===== src/rtl/uart9_pkg.sv =====
package uart9_pkg;
    typedef enum logic [1:0] {
        ST_IDLE  = 2'd0,
        ST_ARMED = 2'd1,
        ST_SHIFT = 2'd2
    } tx_state_t;
endpackage


===== src/rtl/uart9_slice_ctr.sv =====
module uart9_slice_ctr #(
    parameter int OVS = 16
) (
    input  logic clk,
    input  logic rst_n,
    input  logic tick,
    output logic rollover
);
    localparam int CW = (OVS > 1) ? $clog2(OVS) : 1;
    localparam logic [CW-1:0] LAST = CW'(OVS - 1);

    logic [CW-1:0] phase;

    always_ff @(posedge clk) begin
        if (!rst_n)
            phase <= '0;
        else if (tick)
            phase <= (phase == LAST) ? '0 : phase + 1'b1;
    end

    assign rollover = tick && (phase == LAST);

    // phase only moves with a tick
    p_hold_no_tick_r9: assert property (@(posedge clk) disable iff (!rst_n)
        !tick |=> $stable(phase));
    // wrap returns to zero
    p_wrap_zero_r7: assert property (@(posedge clk) disable iff (!rst_n)
        rollover |=> (phase == '0));
endmodule


===== src/rtl/uart9_frame_sreg.sv =====
module uart9_frame_sreg #(
    parameter int DATA_W = 8
) (
    input  logic              clk,
    input  logic              rst_n,
    input  logic              load,
    input  logic              shift,
    input  logic [DATA_W-1:0] data,
    input  logic              bit9,
    output logic              line
);
    localparam int FW = DATA_W + 3;

    logic [FW-1:0] sreg;

    always_ff @(posedge clk) begin
        if (!rst_n) begin
            sreg <= '1;
            line <= 1'b1;
        end else if (load) begin
            sreg <= {1'b1, bit9, data, 1'b0};
        end else if (shift) begin
            line <= sreg[0];
            sreg <= {1'b1, sreg[FW-1:1]};
        end
    end

    // the line only changes on a bit boundary
    p_line_on_shift_r2: assert property (@(posedge clk) disable iff (!rst_n)
        !shift |=> $stable(line));
endmodule


===== src/rtl/uart9_ctrl.sv =====
module uart9_ctrl
    import uart9_pkg::*;
#(
    parameter int FW = 11
) (
    input  logic clk,
    input  logic rst_n,
    input  logic rollover,
    input  logic wr_stb,
    input  logic done_clr,
    output logic load,
    output logic shift,
    output logic tx_done
);
    localparam int IW = $clog2(FW + 1);
    localparam logic [IW-1:0] LAST_SENT = IW'(FW - 1);

    tx_state_t     state, nxt;
    logic [IW-1:0] sent;
    logic          done_set;

    always_ff @(posedge clk) begin
        if (!rst_n) begin
            state   <= ST_IDLE;
            sent    <= '0;
            tx_done <= 1'b0;
        end else begin
            state <= nxt;
            if (state == ST_ARMED && rollover)
                sent <= IW'(1);
            else if (state == ST_SHIFT && rollover)
                sent <= sent + 1'b1;
            if (done_set)
                tx_done <= 1'b1;
            else if (done_clr)
                tx_done <= 1'b0;
        end
    end

    always_comb begin
        nxt = state;
        unique case (state)
            ST_IDLE:  if (wr_stb)                          nxt = ST_ARMED;
            ST_ARMED: if (rollover)                        nxt = ST_SHIFT;
            ST_SHIFT: if (rollover && sent == LAST_SENT)   nxt = ST_IDLE;
            default:                                       nxt = ST_IDLE;
        endcase
    end

    always_comb begin
        load     = (state == ST_IDLE) && wr_stb;
        shift    = (state != ST_IDLE) && rollover;
        done_set = (state == ST_SHIFT) && rollover && (sent == LAST_SENT);
    end

    // an armed frame waits for a rollover
    p_armed_wait_r3: assert property (@(posedge clk) disable iff (!rst_n)
        (state == ST_ARMED && !rollover) |=> (state == ST_ARMED));
    // done rises only on the final rollover of a frame
    p_done_rise_r4: assert property (@(posedge clk) disable iff (!rst_n)
        $rose(tx_done) |-> $past(state == ST_SHIFT && rollover));
    // done is sticky without a clear
    p_done_hold_r5: assert property (@(posedge clk) disable iff (!rst_n)
        (tx_done && !done_clr) |=> tx_done);
    // a busy frame is not disturbed between bit boundaries
    p_busy_ignore_r6: assert property (@(posedge clk) disable iff (!rst_n)
        (state == ST_SHIFT && !rollover) |=> (state == ST_SHIFT && $stable(sent)));
endmodule


===== src/rtl/nine_bit_uart_tx.sv =====
module nine_bit_uart_tx #(
    parameter int DATA_W = 8,
    parameter int OVS    = 16
) (
    input  logic              clk,
    input  logic              rst_n,
    input  logic              baud_tick,
    input  logic              wr_stb,
    input  logic [DATA_W-1:0] wr_data,
    input  logic              wr_bit9,
    input  logic              done_clr,
    output logic              tx_line,
    output logic              tx_done
);
    localparam int FW = DATA_W + 3;

    logic rollover;
    logic load;
    logic shift;

    uart9_slice_ctr #(.OVS(OVS)) u_slice (
        .clk      (clk),
        .rst_n    (rst_n),
        .tick     (baud_tick),
        .rollover (rollover)
    );

    uart9_ctrl #(.FW(FW)) u_ctrl (
        .clk      (clk),
        .rst_n    (rst_n),
        .rollover (rollover),
        .wr_stb   (wr_stb),
        .done_clr (done_clr),
        .load     (load),
        .shift    (shift),
        .tx_done  (tx_done)
    );

    uart9_frame_sreg #(.DATA_W(DATA_W)) u_sreg (
        .clk   (clk),
        .rst_n (rst_n),
        .load  (load),
        .shift (shift),
        .data  (wr_data),
        .bit9  (wr_bit9),
        .line  (tx_line)
    );

    // the stop bit is high when done rises
    p_stop_high_r2: assert property (@(posedge clk) disable iff (!rst_n)
        $rose(tx_done) |-> tx_line);
endmodule


===== config.mk =====
export PLATFORM = sky130hd
export DESIGN_NAME = nine_bit_uart_tx
export DESIGN_NICKNAME = d
export VERILOG_FILES = /design/src/rtl/uart9_pkg.sv /design/src/rtl/uart9_slice_ctr.sv /design/src/rtl/uart9_frame_sreg.sv /design/src/rtl/uart9_ctrl.sv /design/src/rtl/nine_bit_uart_tx.sv
export SDC_FILE = /design/constraint.sdc
export NUM_CORES = 1
export LEC_CHECK = 0
export ABC_AREA = 0
export BUFFER_PORTS_ARGS = -buffer_cell sky130_fd_sc_hd__buf_2
export CAP_MARGIN = 20
export CORE_UTILIZATION = 45
export DETAILED_ROUTE_END_ITERATION = 8
export GPL_TIMING_DRIVEN = 1
export PLACE_DENSITY = 0.78
export RECOVER_POWER = 100
export SYNTH_ARGS = -nofsm -noshare
export SYNTH_HDL_FRONTEND = slang
export SYNTH_SLANG_ARGS = --single-unit
export TNS_END_PERCENT = 100

===== constraint.sdc =====
create_clock -name clk -period 1.3 [get_ports clk]
set_input_delay 0.26 -clock clk [delete_from_list [all_inputs] [get_ports clk]]
set_output_delay 0.26 -clock clk [all_outputs]
set_load 0.005 [all_outputs]

# Word-level counts from Yosys, hierarchy flattened
# Cells that the tools add are included.
totals:
  ff_bits: 22
  inputBits: 14
  output_inout_bits: 2
classes:
  n_addsub: 2
  n_eq_ne: 7
  mux: 11
  n_bitwise: 2
  reduce_logical: 15
op_table:
  columns: ["cell", "count"]
  rows:
  - ["10-bit two-way mux", 2]
  - ["4-bit by 1-bit adder with 4-bit output, second input constant", 2]
  - ["4-bit equality test, second input constant", 2]
  - ["2-bit nonzero test", 4]
  - ["1-bit logical AND", 7]
  - ["2-bit two-way mux", 3]
  - ["2-bit case mux with 3 select lines", 1]
  - ["1-bit two-way mux", 4]
  - ["4-bit two-way mux", 1]
  - ["2-bit by 1-bit inequality test with 1-bit output, second input constant", 2]
  - ["3-bit AND reduction", 1]
  - ["2-bit by 1-bit equality test with 1-bit output, second input constant", 1]
  - ["2-bit equality test, second input constant", 1]
  - ["2-bit logical NOT", 1]
  - ["2-bit inequality test, second input constant", 1]
  - ["1-bit inverter", 2]
  - ["2-bit AND reduction", 1]
  - ["2-bit OR reduction", 1]

# Longest topological paths before layout
logic_depth:
  depth_word: 5
  mapped_depth: 6
  mapped_depth_nobuf: 5

# By module
# A second synthesis with hierarchy kept.
hier_totals:
  hier_cells: 116
  area_unflattened_um2: 1144.8
by_module_without_submodules:
  columns: ["module", "n_inst", "cells_each", "area_each_um2", "seq_area_each_um2"]
  rows:
  - ["uart9_frame_sreg", 1, 49, 525.5, 220.2]
  - ["uart9_ctrl", 1, 48, 422.9, 140.1]
  - ["uart9_slice_ctr", 1, 19, 196.4, 80.1]

# Least setup slack after synthesis
# No wires, ideal clock.
synth_timing:
  path_kind: "reg-to-reg"
  start: "register u_slice.phase[0]"
  end: "register u_sreg.sreg[1]"
  setup_ns: 0.122
  t_arrival_ns: 1.278
  setup_slack_ns: -0.099
  stages_incl_launch_ff: 6
  cell_sequence: "dfxtp_1 > ha_1 > nand4_4 > nor2_8 > nor2_4 > a221o_1"
synth_between:
  elab_chain_len: 4
synth_lines:
  columns: ["item", "line", "text"]
  rows:
  - ["from (decl)", "uart9_slice_ctr.sv:12", "logic [CW-1:0] phase;"]
  - ["from (signal assigned)", "uart9_slice_ctr.sv:18", "phase <= (phase == LAST) ? '0 : phase + 1'b1;"]
  - ["4-bit equality test", "uart9_slice_ctr.sv:21", "assign rollover = tick && (phase == LAST);"]
  - ["1-bit logical AND", "uart9_slice_ctr.sv:21", null]
  - ["1-bit logical AND", "uart9_ctrl.sv:52", "shift = (state != ST_IDLE) && rollover;"]
  - ["2-bit nonzero test (no source line)", null, null]
  - ["to (signal assigned)", "uart9_frame_sreg.sv:21", "sreg <= {1'b1, bit9, data, 1'b0};"]
  - ["to (signal assigned)", "uart9_frame_sreg.sv:24", "sreg <= {1'b1, sreg[FW-1:1]};"]
  - ["to (decl)", "uart9_frame_sreg.sv:14", "logic [FW-1:0] sreg;"]
# Every way passes these cells.
# A chain may end at the register's enable or synchronous reset.

# Worst setup path in the final report
layout_timing:
  start: "register u_slice.phase[0]"
  end: "register u_sreg.sreg[5]"
# Same word-level chain as after synthesis.

==> run metrics <==
share of post-route cells with drive strength above 1 31.43%; Static Leakage 0.0005629 µW; Pwr Density between 900 and 1000 mW/mm²; share of async-settable or async-resettable flops after synthesis 0%; Tmin final 1282 ps; Crit Path Class reg2reg; Starting Density 47.68%; Die Wd 50.42 µm; TritonCTS Buffers 3; Yosys top cell area share between 40% and 50%; syn_nets 130; Pwr Total 1204 µW; vias about 880; I/O Buffers 15; met3 routed wirelength 34 µm; RR Startpoint u_slice.phase[0]; Register-to-Register Path Depth 5; antenna-violating nets left 0; CP Cell Sequence ha_4 > nand4_4 > nor2_8 > nor2_4 > a221o_1; RR Endpoint u_sreg.sreg[5]; Detailed Routing Iterations Pass 1 4; largest net degree at the start of global routing 17; net total in the final layout about 160; crit share post-route 98.58%; largest buffer count on any clock path 2; WL met1 1015 µm; Worst-Margin Slew 311.4 ps; TritonCTS clock tree built; Total GRT Usage 19.52%; initial antenna violation count 0; hold path endpoint u_sreg.sreg[6]; full die area 0.002542 mm²; CTS root buf clkbuf_4; FF-to-FF setup slack 20 ps; core area 0.002212 mm²; total internal power 899.5 µW; metal2 WL 1041 µm; Crit path arrival time roughly 1500 ps; RSZ-0062 raised after global routing true; Mapped Area 0.001055 mm²; worst hold start wr_data[5]; area grow syn2layout 24.08%; vias in the first global route 866; Seq. cell area 446.7 µm²; Max Fanout on Critical Path 8; most frequently used flop master after synthesis dfxtp_1; Net Sw Frac 25.30%; total routed wirelength 2123 µm; DR DRC count 0; worst skew pair latency between 300 and 400 ps; Final Hold Viols 0; critical path endpoint category flop; Switch Pwr 304.6 µW; synthesized instance count 113; Worst Hold Class in2reg; crit start category flop; Peak VDD IR 0.6990 mV; CTS clk-pin slew, worst paths 120 ps; Yosys Warn Count 0; Die Span Y 50.42 µm; Synth area leaders dfxtp_1 (42%), nand2_1 (7.8%), a221o_1 (7.6%); Via density about 5.3; combinational power share 13.0%; Max-Cap Viols 0; Peak Freq slightly below 0.8 GHz; grt ovf 0; DRT iter0 DRCs 17; relative slew slack 78.98%; HPWL Detailed 1540 µm; FF+latch count, synth 22; Sequential Power Share between 60% and 70%; CP required around 1500 ps; beginning of the critical path u_slice.phase[0]; pins over their slew limit 0; library cells used by synthesis 35; slowest stage delay, CP 370 ps; Setup TNS 0 ps; Seq/Total Area, Yosys 41.76%; CTS H-Tree Depth 1; WHS Path Cells 4; # clock sinks 22; slowest CP cell dfxtp_2; Synth area leader dfxtp_1; first-pass GRT wire length 3712 µm; Avg Synthesized Cell Area 9.334 µm²; top layer in use met4; area of the multi-input gates 595.6 µm²; EDFF count, synth 0; Filler cells 198; Final Setup Violations 0; Cell Rows 17; Setup Skew 3.888 ps; gp weighted congestion ~0.84; average wire per standard cell 12.64 µm; boundary pin count 16; Ant. Diodes 0; Clock power frac 25.9%; status finished clean
critical path: cells and delay by family (launching register included):
family          cells  cell delay [ps]
fa+ha+maj           1              160
simple gates        3              340
flops               1              370
compound gates      1              300
power groups by stage:
stage,clock network [µW],registers [µW],logic [µW]
after CTS,321,734,156
after global routing,358,740,176
after floorplan,0,745,90.7
after global placement,0,747,143
after detailed placement,0,749,150
final,312,735,157
metal layers:
metal | track usage, % | vias to the layer above
met4 | 9.722 | 0
met5 | 0 | -
li1 | - | 462
met3 | 3.636 | 4
met1 | 24.67 | 408
met2 | 31.56 | 9
per-stage QoR:
| stage | area, µm² | util [%] | hold WS, ps | cells | worst slack (ps) |
|---|---|---|---|---|---|
| floorplan | 1070 | - | 411.4 | 113 | 2.066 |
| global placement | 1246 | 56.33 | 453.6 | 162 | 18.28 |
| detailed placement | 1246 | 56.33 | 469.0 | 162 | -6.843 |
| CTS | 1290 | 58.31 | 224.6 | 167 | -0.1417 |
| global route | 1309 | 59.16 | 242.7 | 168 | -48.64 |
| finish | 1309 | 59.16 | 225.0 | 168 | 18.44 |
layout make-up:
class / count / area share (%)
repair buffers: 29 / 14.82
flip-flops and latches: 22 / 34.13
multi-input cells: 82 / 45.51
inverters: 4 / 1.147
well taps: 28 / 2.677
clock buffers: 3 / 1.721
placed cells by master (no fill, tap or decap), types with 3 or more instances in the layout:
master    Yosys  final
a21oi_1       5      5
dfxtp_1      22     17
nand2_1      22     22
nor2b_1       6      6
o21ai_0       6      4
a221o_1       8      8
buf_2         2     13
clkbuf_4      0      3
buf_4         0     12
inv_1         4      4
dfxtp_2       0      5
synth_stat cells, types with 2 or more instances:
library cell,n
dfxtp_1,22
nand2_1,22
a221o_1,8
nor2b_1,6
o21ai_0,6
a21oi_1,5
inv_1,4
a21boi_0,3
ha_1,3
and2_1,2
buf_2,2
clkbuf_1,2
nand3_1,2
nand4b_1,2
nor2_4,2
nor3_1,2
xnor2_1,2
worst max path at each step:
stage	to	slack, ps	cells past startpoint
floorplan	u_sreg.sreg[1]	2	5
global placement	u_sreg.sreg[5]	20	5
detailed placement	u_sreg.sreg[8]	-7	5
CTS	u_sreg.sreg[1]	-0.1	5
global route	u_sreg.sreg[5]	-50	5
finish	u_sreg.sreg[5]	20	5
repair_timing:
item | 4_1_cts | 5_1_grt
setup buffers | 2 | 1
hold buffers | 0 | 0
pin swaps | 3 | 2
resized for setup | 2 | 8
endpoints found under the setup margin | 12 | 15
registers in the layout (all words and copies together) (netlist names):
register	count
u_slice.phase	4
u_ctrl.tx_done	1
u_ctrl.sent	4
u_ctrl.state	2
u_sreg.sreg	10
u_sreg.line	1
cell families (layout without fill, tap and decap cells):
group,after synthesis,in the layout,share of synthesized area (%)
buffers and inverters,9,36,4.152
muxes,1,1,0.9490
AOI/OAI and AO/OA,28,28,19.34
and+or+nand+nor,48,48,28.59
adders and majority gates,3,3,3.559
DFF,22,22,41.76
xor gates and xnor gates,2,2,1.661
Note: power is estimated with default switching activity, not from simulation.
